[config.mk]
export PLATFORM = sky130hd
export DESIGN_NAME = sar_conv_ctrl
export DESIGN_NICKNAME = d
export VERILOG_FILES = /design/src/rtl/sar_conv_pkg.sv /design/src/rtl/sar_acq_timer.sv /design/src/rtl/sar_bit_engine.sv /design/src/rtl/sar_out_latch.sv /design/src/rtl/sar_conv_ctrl.sv
export SDC_FILE = /design/constraint.sdc
export NUM_CORES = 1
export LEC_CHECK = 0
export ABC_AREA = 1
export BUFFER_PORTS_ARGS = -buffer_cell sky130_fd_sc_hd__buf_4
export CORE_AREA = 2 2 87 89
export DETAILED_ROUTE_END_ITERATION = 7
export DIE_AREA = 0 0 89 91
export SLEW_MARGIN = 20
export SYNTH_ARGS = -nofsm -noshare
export SYNTH_HDL_FRONTEND = slang
export SYNTH_SLANG_ARGS = --single-unit
[constraint.sdc]
create_clock -name clk_i -period 1.52 [get_ports clk_i]
set_clock_uncertainty 0.2 [all_clocks]
set_input_delay 0.228 -clock clk_i [delete_from_list [all_inputs] [get_ports clk_i]]
set_output_delay 0.228 -clock clk_i [all_outputs]
set_load 0.03 [all_outputs]
[src/rtl/sar_conv_pkg.sv]
package sar_conv_pkg;
  typedef enum logic [1:0] {
    ST_ACQ   = 2'd0,
    ST_SET   = 2'd1,
    ST_EVAL  = 2'd2,
    ST_LATCH = 2'd3
  } conv_state_e;
endpackage

[src/rtl/sar_acq_timer.sv]
module sar_acq_timer #(
  parameter int ACQ_CYCLES = 10
) (
  input  logic clk_i,
  input  logic rst_ni,
  input  logic run_i,
  output logic ready_o
);
  localparam int CNT_W = (ACQ_CYCLES > 1) ? $clog2(ACQ_CYCLES) : 1;
  localparam logic [CNT_W-1:0] LIMIT = CNT_W'(ACQ_CYCLES - 1);

  logic [CNT_W-1:0] cnt_q;

  // counter restarts whenever acquire phase is left
  always_ff @(posedge clk_i or negedge rst_ni) begin
    if (!rst_ni)            cnt_q <= '0;
    else if (!run_i)        cnt_q <= '0;
    else if (cnt_q != LIMIT) cnt_q <= cnt_q + 1'b1;
  end

  assign ready_o = run_i && (cnt_q == LIMIT);

  AST_CNT_BOUND: assert property (@(posedge clk_i) disable iff (!rst_ni)
    cnt_q <= LIMIT);
endmodule

[src/rtl/sar_bit_engine.sv]
module sar_bit_engine #(
  parameter int WIDTH = 14
) (
  input  logic             clk_i,
  input  logic             rst_ni,
  input  logic             clr_i,
  input  logic             set_i,
  input  logic             eval_i,
  input  logic             cmp_below_i,
  output logic [WIDTH-1:0] code_o,
  output logic             last_o
);
  localparam int IDX_W = (WIDTH > 1) ? $clog2(WIDTH) : 1;
  localparam logic [IDX_W-1:0] MSB_IDX = IDX_W'(WIDTH - 1);

  logic [WIDTH-1:0] code_q;
  logic [IDX_W-1:0] idx_q;
  logic [WIDTH-1:0] low_mask;

  always_ff @(posedge clk_i or negedge rst_ni) begin
    if (!rst_ni) begin
      code_q <= '0;
      idx_q  <= MSB_IDX;
    end else if (clr_i) begin
      code_q <= '0;
      idx_q  <= MSB_IDX;
    end else if (set_i) begin
      code_q[idx_q] <= 1'b1;
    end else if (eval_i) begin
      if (cmp_below_i) code_q[idx_q] <= 1'b0;
      if (idx_q != '0) idx_q <= idx_q - 1'b1;
    end
  end

  assign code_o   = code_q;
  assign last_o   = (idx_q == '0);
  assign low_mask = (WIDTH'(1) << idx_q) - WIDTH'(1);

  AST_SAR_CLEARED: assert property (@(posedge clk_i) disable iff (!rst_ni)
    clr_i |=> (code_q == '0));
  AST_LOWER_UNTOUCHED: assert property (@(posedge clk_i) disable iff (!rst_ni)
    eval_i |-> ((code_q & low_mask) == '0));
  AST_TRIAL_SET: assert property (@(posedge clk_i) disable iff (!rst_ni)
    eval_i |-> code_q[idx_q]);
endmodule

[src/rtl/sar_out_latch.sv]
module sar_out_latch #(
  parameter int WIDTH = 14
) (
  input  logic             clk_i,
  input  logic             rst_ni,
  input  logic             load_i,
  input  logic [WIDTH-1:0] code_i,
  output logic [WIDTH-1:0] data_o,
  output logic             done_o
);
  logic [WIDTH-1:0] data_q;
  logic             done_q;

  always_ff @(posedge clk_i or negedge rst_ni) begin
    if (!rst_ni) begin
      data_q <= '0;
      done_q <= 1'b0;
    end else begin
      done_q <= load_i;
      if (load_i) data_q <= code_i;
    end
  end

  assign data_o = data_q;
  assign done_o = done_q;

  AST_DATA_HOLD: assert property (@(posedge clk_i) disable iff (!rst_ni)
    !load_i |=> $stable(data_q));
  AST_DONE_PULSE: assert property (@(posedge clk_i) disable iff (!rst_ni)
    done_q |=> !done_q);
endmodule

[src/rtl/sar_conv_ctrl.sv]
module sar_conv_ctrl
  import sar_conv_pkg::*;
#(
  parameter int WIDTH      = 14,
  parameter int ACQ_CYCLES = 10
) (
  input  logic             clk_i,
  input  logic             rst_ni,
  input  logic             cs_i,
  input  logic             conv_i,
  input  logic             cmp_below_i,
  output logic [WIDTH-1:0] trial_o,
  output logic             sample_o,
  output logic             hold_o,
  output logic             zero_o,
  output logic             busy_o,
  output logic             done_o,
  output logic [WIDTH-1:0] data_o
);
  conv_state_e state_q, state_d;
  logic        pend_q;
  logic        req;
  logic        in_acq;
  logic        acq_ready;
  logic        accept;
  logic        last_bit;
  logic [WIDTH-1:0] code;

  assign req    = cs_i & conv_i;
  assign in_acq = (state_q == ST_ACQ);
  assign accept = in_acq && acq_ready && (req || pend_q);

  always_comb begin
    state_d = state_q;
    unique case (state_q)
      ST_ACQ:   if (accept) state_d = ST_SET;
      ST_SET:   state_d = ST_EVAL;
      ST_EVAL:  state_d = last_bit ? ST_LATCH : ST_SET;
      ST_LATCH: state_d = ST_ACQ;
      default:  state_d = ST_ACQ;
    endcase
  end

  always_ff @(posedge clk_i or negedge rst_ni) begin
    if (!rst_ni) begin
      state_q <= ST_ACQ;
      pend_q  <= 1'b0;
    end else begin
      state_q <= state_d;
      // early request waits for the acquire interval; requests while busy are dropped
      if (accept)            pend_q <= 1'b0;
      else if (in_acq && req) pend_q <= 1'b1;
    end
  end

  sar_acq_timer #(.ACQ_CYCLES(ACQ_CYCLES)) u_timer (
    .clk_i   (clk_i),
    .rst_ni  (rst_ni),
    .run_i   (in_acq),
    .ready_o (acq_ready)
  );

  sar_bit_engine #(.WIDTH(WIDTH)) u_engine (
    .clk_i       (clk_i),
    .rst_ni      (rst_ni),
    .clr_i       (accept),
    .set_i       (state_q == ST_SET),
    .eval_i      (state_q == ST_EVAL),
    .cmp_below_i (cmp_below_i),
    .code_o      (code),
    .last_o      (last_bit)
  );

  sar_out_latch #(.WIDTH(WIDTH)) u_latch (
    .clk_i  (clk_i),
    .rst_ni (rst_ni),
    .load_i (state_q == ST_LATCH),
    .code_i (code),
    .data_o (data_o),
    .done_o (done_o)
  );

  assign trial_o  = code;
  assign sample_o = in_acq;
  assign zero_o   = in_acq;
  assign hold_o   = !in_acq;
  assign busy_o   = !in_acq;

  AST_START_AFTER_ACQ: assert property (@(posedge clk_i) disable iff (!rst_ni)
    $rose(busy_o) |-> $past(acq_ready));
  AST_BUSY_PHASE: assert property (@(posedge clk_i) disable iff (!rst_ni)
    busy_o |-> (hold_o && !sample_o && !zero_o));
  AST_LATCH_ON_LAST: assert property (@(posedge clk_i) disable iff (!rst_ni)
    (state_q == ST_LATCH) |-> last_bit);
  AST_DONE_ENDS_BUSY: assert property (@(posedge clk_i) disable iff (!rst_ni)
    done_o |-> (!busy_o && $past(busy_o)));
endmodule

==> impl_results.md, run 1 <==
- Post-synth top area cell: dfrtp_1
- Gr usage total: 0.133
- Min cycle time layout: 1590 ps
- IO Port Bufs: 37
- Vias: 1949
- Root Driver: clkbuf_8
- Max Cap Violations: 0
- Slowest stage cell, crit path: dfrtp_1
- Largest net degree at the start of global routing: 41
- ANT nets after route: 0
- Setup TNS: -853 ps
- Die width: 89 um
- Fin. Hold Viols: 0
- PwrDens: 1650 nW/um2
- Worst slew margin: 0.654
- Flops & latches, synth: 40
- Clock transition at the registers of the reported paths: 80 ps
- Fmax: 631 MHz
- Routed len/inst: 12.5 um
- Final setup vio count: 19
- Ys flop type: dfrtp_1
- HP Start: cmp_below_i
- Ports: 38
- Yosys synthesis warning count: 0
- Antenna violations before repair: 0
- 1st-pass router iterations: 4
- Global-route wire length before repair: 8.58 mm
- Status: finished, violations left
- Post-Syn Nets: 286
- Gate Count Post-Synth: 274
- Initial core utilization: 0.294
- HP Class: primary input to flop
- Core Area: 7140 um2
- NumNets Final: 351
- Critical Path AT: 1570 ps
- H-tree levels: 2
- Final Cycle Share: 1.04
- Final setup margin: -66.0 ps
- Worst setup SP type: flop
- Final Cell Area: 3060 um2
- WS Path Type: flop to flop
- Gpl congestion: 0.840
- Starting DRT DRC Count: 87
- Clock Latency Late Sink: 290 ps
- Post-DP HPWL: 3.43 mm
- Final Slew Violations: 0
- Slew @ Worst Pin: 519 ps
- DIE HEIGHT: 91 um
- Synth top area cells: dfrtp_1 44%, nand2_1 13%, nand3_1 10%
- Via-per-instance ratio: 4.44
- Max Fanout on Critical Path: 5
- Worst Setup SP: u_timer.cnt_q[1]
- Avg Cell Area, Syn: 7.67 um2
- Share of post-route cells with drive strength above 1: 0.379
- P&R area growth vs syn: 45.9%
- Failing checks: setup timing
- N_diodes: 0
- CTS tree: done
- Core Util, Final: 0.429
- DRC: 0
- Synth cell types: 23
- RSZ-0062 raised after global routing: true
- CTS buffer count: 5
- Rows: 31
- FFs w/ async S/R, synth: 1.00
- Vias in the first global route: 1874
- Post-synth EDFFs: 0
- Placed cell area: 2620 um2
- Die Area: 8100 um2
- Worst-case reg-to-reg path depth: 8
- Hold Path Depth: 4
- Post-Synthesis Cell Area: 2100 um2
- Seq/Total Area, Yosys: 0.478
- Top cells by count, synth: 74 x nand2_1, 42 x nand3_1, 37 x dfrtp_1, 35 x nor2_1, 29 x inv_1
- Critical path capture point type: flop
- Sink Count: 40
- CP cell instances: inv_1 -> ha_2 -> nand3_2 -> nor2_4 -> nand2_4 -> clkbuf_16 -> nand2_2 -> nor2_1
- Post-Route WL: 5.47 mm
- VDD IR max: 0.462 mV
- Count leader, synth: nand2_1
- Yosys top cell area share: 0.441
- CP required: 1500 ps
- CTS Buffer Depth: 2
- Pleak: 1.59 nW
- Worst R2R Start: u_timer.cnt_q[1]
- Total gr overflow: 0
- CP max stage delay: 380 ps
cell families (layout without fill, tap and decap cells):
logic type / Yosys count / after routing / synth area share
simple gates: 161 / 161 / 0.328
buf+inv: 43 / 109 / 0.0923
flops: 40 / 40 / 0.478
compound gates: 21 / 21 / 0.0512
fa+ha+maj: 7 / 7 / 0.0417
xor+xnor: 2 / 2 / 0.00834
critical path, delay by kind of cell, from the launching register on:
| kind | cells | cell delay [ps] |
|---|---|---|
| AND/OR/NAND/NOR | 5 | 470 |
| adder cells (fa/ha/maj) | 1 | 160 |
| buffers and inverters | 2 | 260 |
| flip-flops | 1 | 380 |
repair_timing:
action	in CTS	in global routing
endpoints found under the setup margin	18	23
gates cloned	0	3
pin swaps	1	14
endpoints found under the hold margin	37	0
buffers inserted	8	4
resized for setup	8	54
hold buffers	1	0
final cells by class:
| class | count | area [um2] |
|---|---|---|
| Sequential cell | 40 | 1000 |
| Clock buffer | 7 | 76.3 |
| Inverter | 31 | 125 |
| Timing Repair Buffer | 70 | 636 |
| Multi-Input combinational cell | 191 | 1090 |
| Tap cell | 99 | 124 |
| Clock inverter | 1 | 5.00 |
| Fill cell | 715 | 4070 |
power breakdown:
part	total [mW]	switching (mW)	internal [mW]
Clock	0.680	0.357	0.322
Sequential	1.67	0.269	1.40
Combinational	2.70	1.60	1.10
per-layer routing:
| layer | vias to the layer above | track usage | wire length [um] |
|---|---|---|---|
| met4 | 0 | 0.0498 | 90 |
| met2 | 29 | 0.220 | 2850 |
| met5 | - | 0 | 0 |
| li1 | 992 | - | - |
| met3 | 9 | 0.0318 | 151 |
| met1 | 919 | 0.165 | 2370 |
flip-flops by register name, summed over array words and instances (netlist names):
name / cells
u_latch.done_o: 1
u_timer.cnt_q: 4
u_latch.data_o: 14
state_q: 2
u_engine.idx_q: 4
u_engine.code_o: 14
pend_q: 1
path summary, 6_finish.rpt:
| path | endpoint | slack (ps) |
|---|---|---|
| min | u_engine.code_o[0] | 50 |
| min reg2reg | u_latch.data_o[9] | 290 |
| min in group asynchronous | u_timer.cnt_q[3] | 250 |
| max in group asynchronous | u_engine.idx_q[2] | 480 |
| max reg2reg | u_engine.code_o[7] | -70 |
| max | u_engine.code_o[7] | -70 |
cells in the final DEF (no fill, tap or decap), types with 3 or more instances in the layout:
cell      netlist  final
nand2_1        74     56
clkbuf_8        0      5
inv_2           2      5
inv_1          29     23
o21ai_0        18     17
nor2_1         35     28
nand3_2         1      5
dfstp_2         3      3
dfrtp_1        37     37
buf_6           0      6
nand2_4         0     11
nand2_2         2      9
nor2_2          3      7
buf_12          0      4
nor2_4          1      4
ha_2            0      4
buf_4           8     57
nand3_1        42     38
per-stage QoR:
step	hold slack, ps	setup WS, ps	cells	power [mW]
2_1_floorplan	-268	1.98	274	3.19
3_3_place_gp	39.6	-32.3	415	4.05
3_5_place_dp	38.6	-72.1	415	4.09
4_1_cts	23.3	-63.5	432	4.88
5_1_grt	57.1	-130	439	5.44
6_report	52.4	-66.0	439	5.05
(Power assumes the default switching activity.)
==> run 2: changes to the inputs <==
--- a/config.mk
+++ b/config.mk
@@ -8,8 +8,10 @@
 export ABC_AREA = 1
 export BUFFER_PORTS_ARGS = -buffer_cell sky130_fd_sc_hd__buf_4
 export CORE_AREA = 2 2 87 89
+export CTS_CLUSTER_DIAMETER = 50
 export DETAILED_ROUTE_END_ITERATION = 7
 export DIE_AREA = 0 0 89 91
+export SKIP_LAST_GASP = 1
 export SLEW_MARGIN = 20
 export SYNTH_ARGS = -nofsm -noshare
 export SYNTH_HDL_FRONTEND = slang
==> run 2 against run 1 <==
Effect of this change:
- the flow still finishes with violations (setup timing)
- utilization shrank 0.11 points
- critical endpoint is now u_engine.code_o[13]
- combinational power is essentially flat
- final cell count unchanged
==> impl_results.md, run 2 (synthesis gave the netlist of run 1 again) <==
- Status: finished, violations left (unchanged)
- Failing checks: setup timing (unchanged)
- DIE HEIGHT: 91 um (unchanged)
- Routed len/inst: 12.4 um (was 12.5 um)
- R2r setup slk: -60 ps (was -70 ps)
- Die Area: 8100 um2 (unchanged)
- Via-per-instance ratio: 4.47 (was 4.44)
- Placed cell area: 2620 um2 (unchanged)
- PwrDens: 1650 nW/um2 (about the same)
- Core Area: 7140 um2 (unchanged)
- Gpl congestion: 0.840 (unchanged)
- Worst slew margin: 0.652 (was 0.654)
- CTS tree: done (unchanged)
- CTS Buffer Depth: 2 (unchanged)
- Clock transition at the registers of the reported paths: 80 ps (about the same)
- IO Port Bufs: 37 (unchanged)
- VDD IR max: 0.449 mV (was 0.462 mV)
- Pre-CTS setup slack: -72.1 ps (unchanged)
- DRC: 0 (unchanged)
- H-tree levels: 2 (unchanged)
- Max Fanout on Critical Path: 5 (unchanged)
- Placed cell count: 415 (unchanged)
- 1st-pass router iterations: 4 (unchanged)
- Vias in the first global route: 1874 (unchanged)
- Final Cycle Share: 1.04 (about the same)
- Final setup vio count: 19 (unchanged)
- N_diodes: 0 (unchanged)
- Sink Count: 40 (unchanged)
- Global-route wire length before repair: 8.58 mm (unchanged)
- CTS buffer count: 5 (unchanged)
- Critical path capture point type: flop (unchanged)
- Vias: 1961 (was 1949)
- Gr usage total: 0.133 (unchanged)
- Commonest non-fill, non-tap cell in the layout: nand2_1 (was buf_4)
- NumNets Final: 351 (unchanged)
- ANT nets after route: 0 (unchanged)
- Total gr overflow: 0 (unchanged)
- Root Driver: clkbuf_8 (unchanged)
- Die width: 89 um (unchanged)
- Largest net degree at the start of global routing: 41 (unchanged)
- Initial core utilization: 0.294 (unchanged)
- Worst setup SP type: flop (unchanged)
- Slew @ Worst Pin: 523 ps (was 519 ps)
- Share of post-route cells with drive strength above 1: 0.371 (was 0.379)
- CP required: 1500 ps (about the same)
- Most frequent cells in the layout: 59 x nand2_1, 57 x buf_4, 38 x nand3_1, 37 x dfrtp_1, 28 x nor2_1 (was 57 x buf_4, 56 x nand2_1, 38 x nand3_1, 37 x dfrtp_1, 28 x nor2_1)
- Critical Path AT: 1570 ps (about the same)
- Post-DP HPWL: 3.43 mm (unchanged)
- Pleak: 1.59 nW (about the same)
- P&R area growth vs syn: 45.5% (was 45.9%)
- Fin. Hold Viols: 0 (unchanged)
- Final Slew Violations: 0 (unchanged)
- Starting DRT DRC Count: 84 (was 87)
- Antenna violations before repair: 0 (unchanged)
- Hold Path Depth: 4 (unchanged)
- WS Path Type: flop to flop (unchanged)
- Ports: 38 (unchanged)
- RSZ-0062 raised after global routing: true (unchanged)
- Min cycle time layout: 1580 ps (was 1590 ps)
- Clock Latency Late Sink: 290 ps (about the same)
- Rows: 31 (unchanged)
- Final Non-Filler Cells: 439 (unchanged)
- Fmax: 632 MHz (was 631 MHz)
- Worst-case reg-to-reg path depth: 8 (unchanged)
- Final setup margin: -63.0 ps (was -66.0 ps)
- WHS: 52.6 ps (was 52.4 ps)
- Max Cap Violations: 0 (unchanged)
- HP Class: primary input to flop (unchanged)
- Setup TNS: -812 ps (was -853 ps)
- Final Cell Area: 3060 um2 (about the same)
- Post-Route WL: 5.44 mm (was 5.47 mm)
-- run 2: critical path, cell delays in order (launching register included) --
cell and delay [ps]:
dfrtp_1 380, inv_1 60, ha_2 160, nand3_2 100, nor2_4 160, nand2_4 120
clkbuf_16 190, nand2_1 50, nor2_1 40
-- run 2: layout make-up --
cell class / count / area [um2]
Clock buffer: 7 / 76.3
Clock inverter: 1 / 5.00
Multi-Input combinational cell: 191 / 1090
Tap cell: 99 / 124
Sequential cell: 40 / 1000
Timing Repair Buffer: 70 / 636
Inverter: 31 / 125
Fill cell: 712 / 4080
-- run 2: metal layers --
| metal | up-vias | routed length (um) | track usage | part of all wire |
|---|---|---|---|---|
| li1 | 991 | - | - | - |
| met1 | 919 | 2320 | 0.165 | 0.43 |
| met2 | 38 | 2820 | 0.220 | 0.52 |
| met3 | 13 | 175 | 0.0318 | 0.032 |
| met4 | 0 | 122 | 0.0498 | 0.022 |
| met5 | - | 0 | 0 | 0 |
-- run 2: final timing paths --
check | start | end
max | u_timer.cnt_q[1] | u_engine.code_o[13]
min | cmp_below_i | u_engine.code_o[0]
max reg2reg | u_timer.cnt_q[1] | u_engine.code_o[13]
min reg2reg | u_latch.data_o[9] | u_latch.data_o[9]
max in group asynchronous | rst_ni | u_engine.idx_q[2]
min in group asynchronous | rst_ni | u_timer.cnt_q[3]
-- run 2: power by group --
part,total (mW),internal (mW),switching (mW)
clock network,0.679,0.322,0.357
registers,1.67,1.40,0.269
logic,2.70,1.10,1.60
total,5.04,2.82,2.22
-- run 2: per-stage QoR --
| step | power [mW] | util |
|---|---|---|
| after floorplan | 3.19 | - |
| after global placement | 4.05 | 0.367 |
| after detailed placement | 4.09 | 0.367 |
| after CTS | 4.88 | 0.392 |
| after global routing | 5.44 | 0.428 |
| final | 5.04 | 0.428 |
-- run 2: repair_timing --
| action | CTS | global route |
|---|---|---|
| hold buffers | 1 | 0 |
| buffers inserted | 8 | 4 |
| pin swaps | 1 | 14 |
| gates resized for setup | 8 | 51 |
| endpoints found under the setup margin | 18 | 23 |
| gates cloned | 0 | 3 |
| endpoints found under the hold margin | 37 | 0 |
==> run 3: changes to the inputs <==
--- a/config.mk
+++ b/config.mk
@@ -6,11 +6,11 @@
 export NUM_CORES = 1
 export LEC_CHECK = 0
 export ABC_AREA = 1
-export BUFFER_PORTS_ARGS = -buffer_cell sky130_fd_sc_hd__buf_4
 export CORE_AREA = 2 2 87 89
 export CTS_CLUSTER_DIAMETER = 50
 export DETAILED_ROUTE_END_ITERATION = 7
 export DIE_AREA = 0 0 89 91
+export DONT_BUFFER_PORTS = 1
 export SKIP_LAST_GASP = 1
 export SLEW_MARGIN = 20
 export SYNTH_ARGS = -nofsm -noshare
==> run 3 against run 2 <==
Effect of this change:
- the flow still finishes with violations (setup timing)
- utilization shrank 5.4 points
- setup slack worse by 6.7 ps
- via count is 8.8% lower
- largest cell class is now flip-flops and latches
- clock-buffer cell count up 1
- flip-flop and latch count is the same
- critical path type is now flop to output port
- sequential share of layout area increased by 4.8 points
- sequential power rose by 9.6%
- register-to-register slack better by 30 ps
- maximum frequency fell by 0.42%
- power is 6.0% lower
- combinational power is 20% lower
==> impl_results.md, run 3 (synthesis gave the netlist of run 1 again) <==
- Status: finished, violations left (unchanged)
- Failing checks: setup timing (unchanged)
- ANT nets after route: 0 (unchanged)
- Net Sw Power: 2.12 mW (was 2.22 mW)
- Placed cell area: 2410 um2 (was 2620 um2)
- 1st-pass router iterations: 4 (unchanged)
- DIE HEIGHT: 91 um (unchanged)
- Total gr overflow: 0 (unchanged)
- Root Driver: clkbuf_8 (unchanged)
- Final setup margin: -69.7 ps (was -63.0 ps)
- Initial core utilization: 0.294 (unchanged)
- Slew @ Worst Pin: 370 ps (was 523 ps)
- CP max stage delay: 440 ps (was 380 ps)
- IO Port Bufs: 0 (was 37)
- Die width: 89 um (unchanged)
- NumNets Final: 324 (was 351)
- Sw frac: 0.447 (was 0.441)
- Critical Path AT: 1160 ps (was 1570 ps)
- Most frequent cells in the layout: 71 x nand2_1, 41 x nand3_1, 37 x dfrtp_1, 37 x buf_4, 34 x nor2_1 (was 59 x nand2_1, 57 x buf_4, 38 x nand3_1, 37 x dfrtp_1, 28 x nor2_1)
- Clock share of power: 0.157 (was 0.135)
- Core Area: 7140 um2 (unchanged)
- H-tree levels: 2 (unchanged)
- Max Cap Violations: 0 (unchanged)
- P&R area growth vs syn: 27.0% (was 45.5%)
- CP cell instances: inv_2 -> nand2_4 -> buf_4 -> buf_6 (was inv_1 -> ha_2 -> nand3_2 -> nor2_4 -> nand2_4 -> clkbuf_16 -> nand2_1 -> nor2_1)
- Routed len/inst: 11.7 um (was 12.4 um)
- Antenna violations before repair: 0 (unchanged)
- Final Cell Area: 2670 um2 (was 3060 um2)
- Max Fanout on Critical Path: 4 (was 5)
- Worst slew margin: 0.753 (was 0.652)
- Post-Route WL: 4.80 mm (was 5.44 mm)
- Share of post-route cells with drive strength above 1: 0.233 (was 0.371)
- Largest net degree at the start of global routing: 41 (unchanged)
- DRC: 0 (unchanged)
- Starting DRT DRC Count: 113 (was 84)
- Fin. Hold Viols: 0 (unchanged)
- WHS: 22.7 ps (was 52.6 ps)
- PwrDens: 1770 nW/um2 (was 1650 nW/um2)
- Sink Count: 40 (unchanged)
- Commonest non-fill, non-tap cell in the layout: nand2_1 (unchanged)
- Gpl congestion: 0.848 (was 0.840)
- Min cycle time layout: 1590 ps (was 1580 ps)
- Ports: 38 (unchanged)
- N_diodes: 0 (unchanged)
- Final Slew Violations: 0 (unchanged)
- Rows: 31 (unchanged)
- CTS tree: done (unchanged)
- VDD IR max: 0.482 mV (was 0.449 mV)
- HP Class: primary input to flop (unchanged)
- CP required: 1090 ps (was 1500 ps)
- P_int: 2.62 mW (was 2.82 mW)
- Worst setup SP type: flop (unchanged)
- Vias: 1789 (was 1961)
- Post-DP HPWL: 3.34 mm (was 3.43 mm)
- Clock transition at the registers of the reported paths: 70 ps (was 80 ps)
- Die Area: 8100 um2 (unchanged)
- Gr usage total: 0.129 (was 0.133)
- Vias in the first global route: 1817 (was 1874)
- CTS Buffer Depth: 2 (unchanged)
- Fmax: 629 MHz (was 632 MHz)
- Pleak: 1.42 nW (was 1.59 nW)
- Global-route wire length before repair: 8.42 mm (was 8.58 mm)
- Critical path capture point type: output port (was flop)
- Final setup vio count: 19 (unchanged)
- Via-per-instance ratio: 4.34 (was 4.47)
- WS Path Type: flop to output port (was flop to flop)
- RSZ-0062 raised after global routing: true (unchanged)
- Clock Latency Late Sink: 290 ps (about the same)
- Combinational share of power: 0.457 (was 0.535)
- Final Cycle Share: 1.05 (was 1.04)
- CTS buffer count: 5 (unchanged)
- Slowest stage cell, crit path: dfrtp_1 (unchanged)
- Sequential power share: 0.386 (was 0.330)
[run 3: cell types whose count changed in the layout (fill, tap and decap cells not counted), sizes merged]
cell,previous run,this run
dlygate4sd3,1,2
clkbuf,9,8
clkinv,1,0
buf,67,41
[run 3: worst paths after layout]
path                       cells after the start           endpoint  slack (ps)  startpoint
min                                            4             pend_q          20        cs_i
min in group asynchronous                      2   u_timer.cnt_q[0]         200      rst_ni
max reg2reg                                    8             pend_q         -30  state_q[1]
max                                            4             busy_o         -70  state_q[1]
max in group asynchronous                      2  u_engine.idx_q[0]         670      rst_ni
min reg2reg                                    2             pend_q         290      pend_q
[run 3: routing by layer]
metal	track usage	wire, um	vias to the layer above
met3	0.0300	146	6
met4	0.0410	69	0
met5	0	0	-
li1	-	-	934
met1	0.162	2140	821
met2	0.216	2440	28
[run 3: area by class of cell]
cell class                 count  area (um2)
sequential                    40        1000
timing repair buffer          43         364
multi-input combinational    191         966
fill                         748        4470
inverter                      31         120
clock buffer                   8        90.1
tap                           99         124
[run 3: power by group through the flow]
| stage | combinational (mW) | sequential (mW) | clock [mW] |
|---|---|---|---|
| 6_report | 2.16 | 1.83 | 0.745 |
| 2_1_floorplan | 1.13 | 2.06 | 0 |
| 5_1_grt | 2.44 | 1.87 | 0.810 |
| 3_5_place_dp | 2.01 | 1.85 | 0 |
| 4_1_cts | 2.12 | 1.83 | 0.760 |
| 3_3_place_gp | 1.98 | 1.84 | 0 |
[run 3: what timing repair did]
item                       CTS  global route
hold buffers                 3             0
setup buffers                4             4
pin swaps                    1             1
hold endpoints to repair    41             0
setup endpoints to repair   17            22
resized for setup            9             9
[run 3: stage by stage]
stage / power (mW) / TNS, ps / instances / setup slack (ps) / util
floorplan: 3.19 / 0 / 274 / 1.98 / -
global placement: 3.82 / -53.5 / 393 / -35.3 / 0.338
detailed placement: 3.86 / -233 / 393 / -85.7 / 0.338
CTS: 4.72 / -38.1 / 408 / -18.2 / 0.365
global route: 5.13 / -2070 / 412 / -127 / 0.374
finish: 4.74 / -377 / 412 / -69.7 / 0.374
[run 3: critical path: cells and delay by family, from the launching register on]
| family | cells | cell delay, ps |
|---|---|---|
| AND/OR/NAND/NOR | 1 | 70 |
| buffers and inverters | 3 | 360 |
| flip-flops | 1 | 440 |
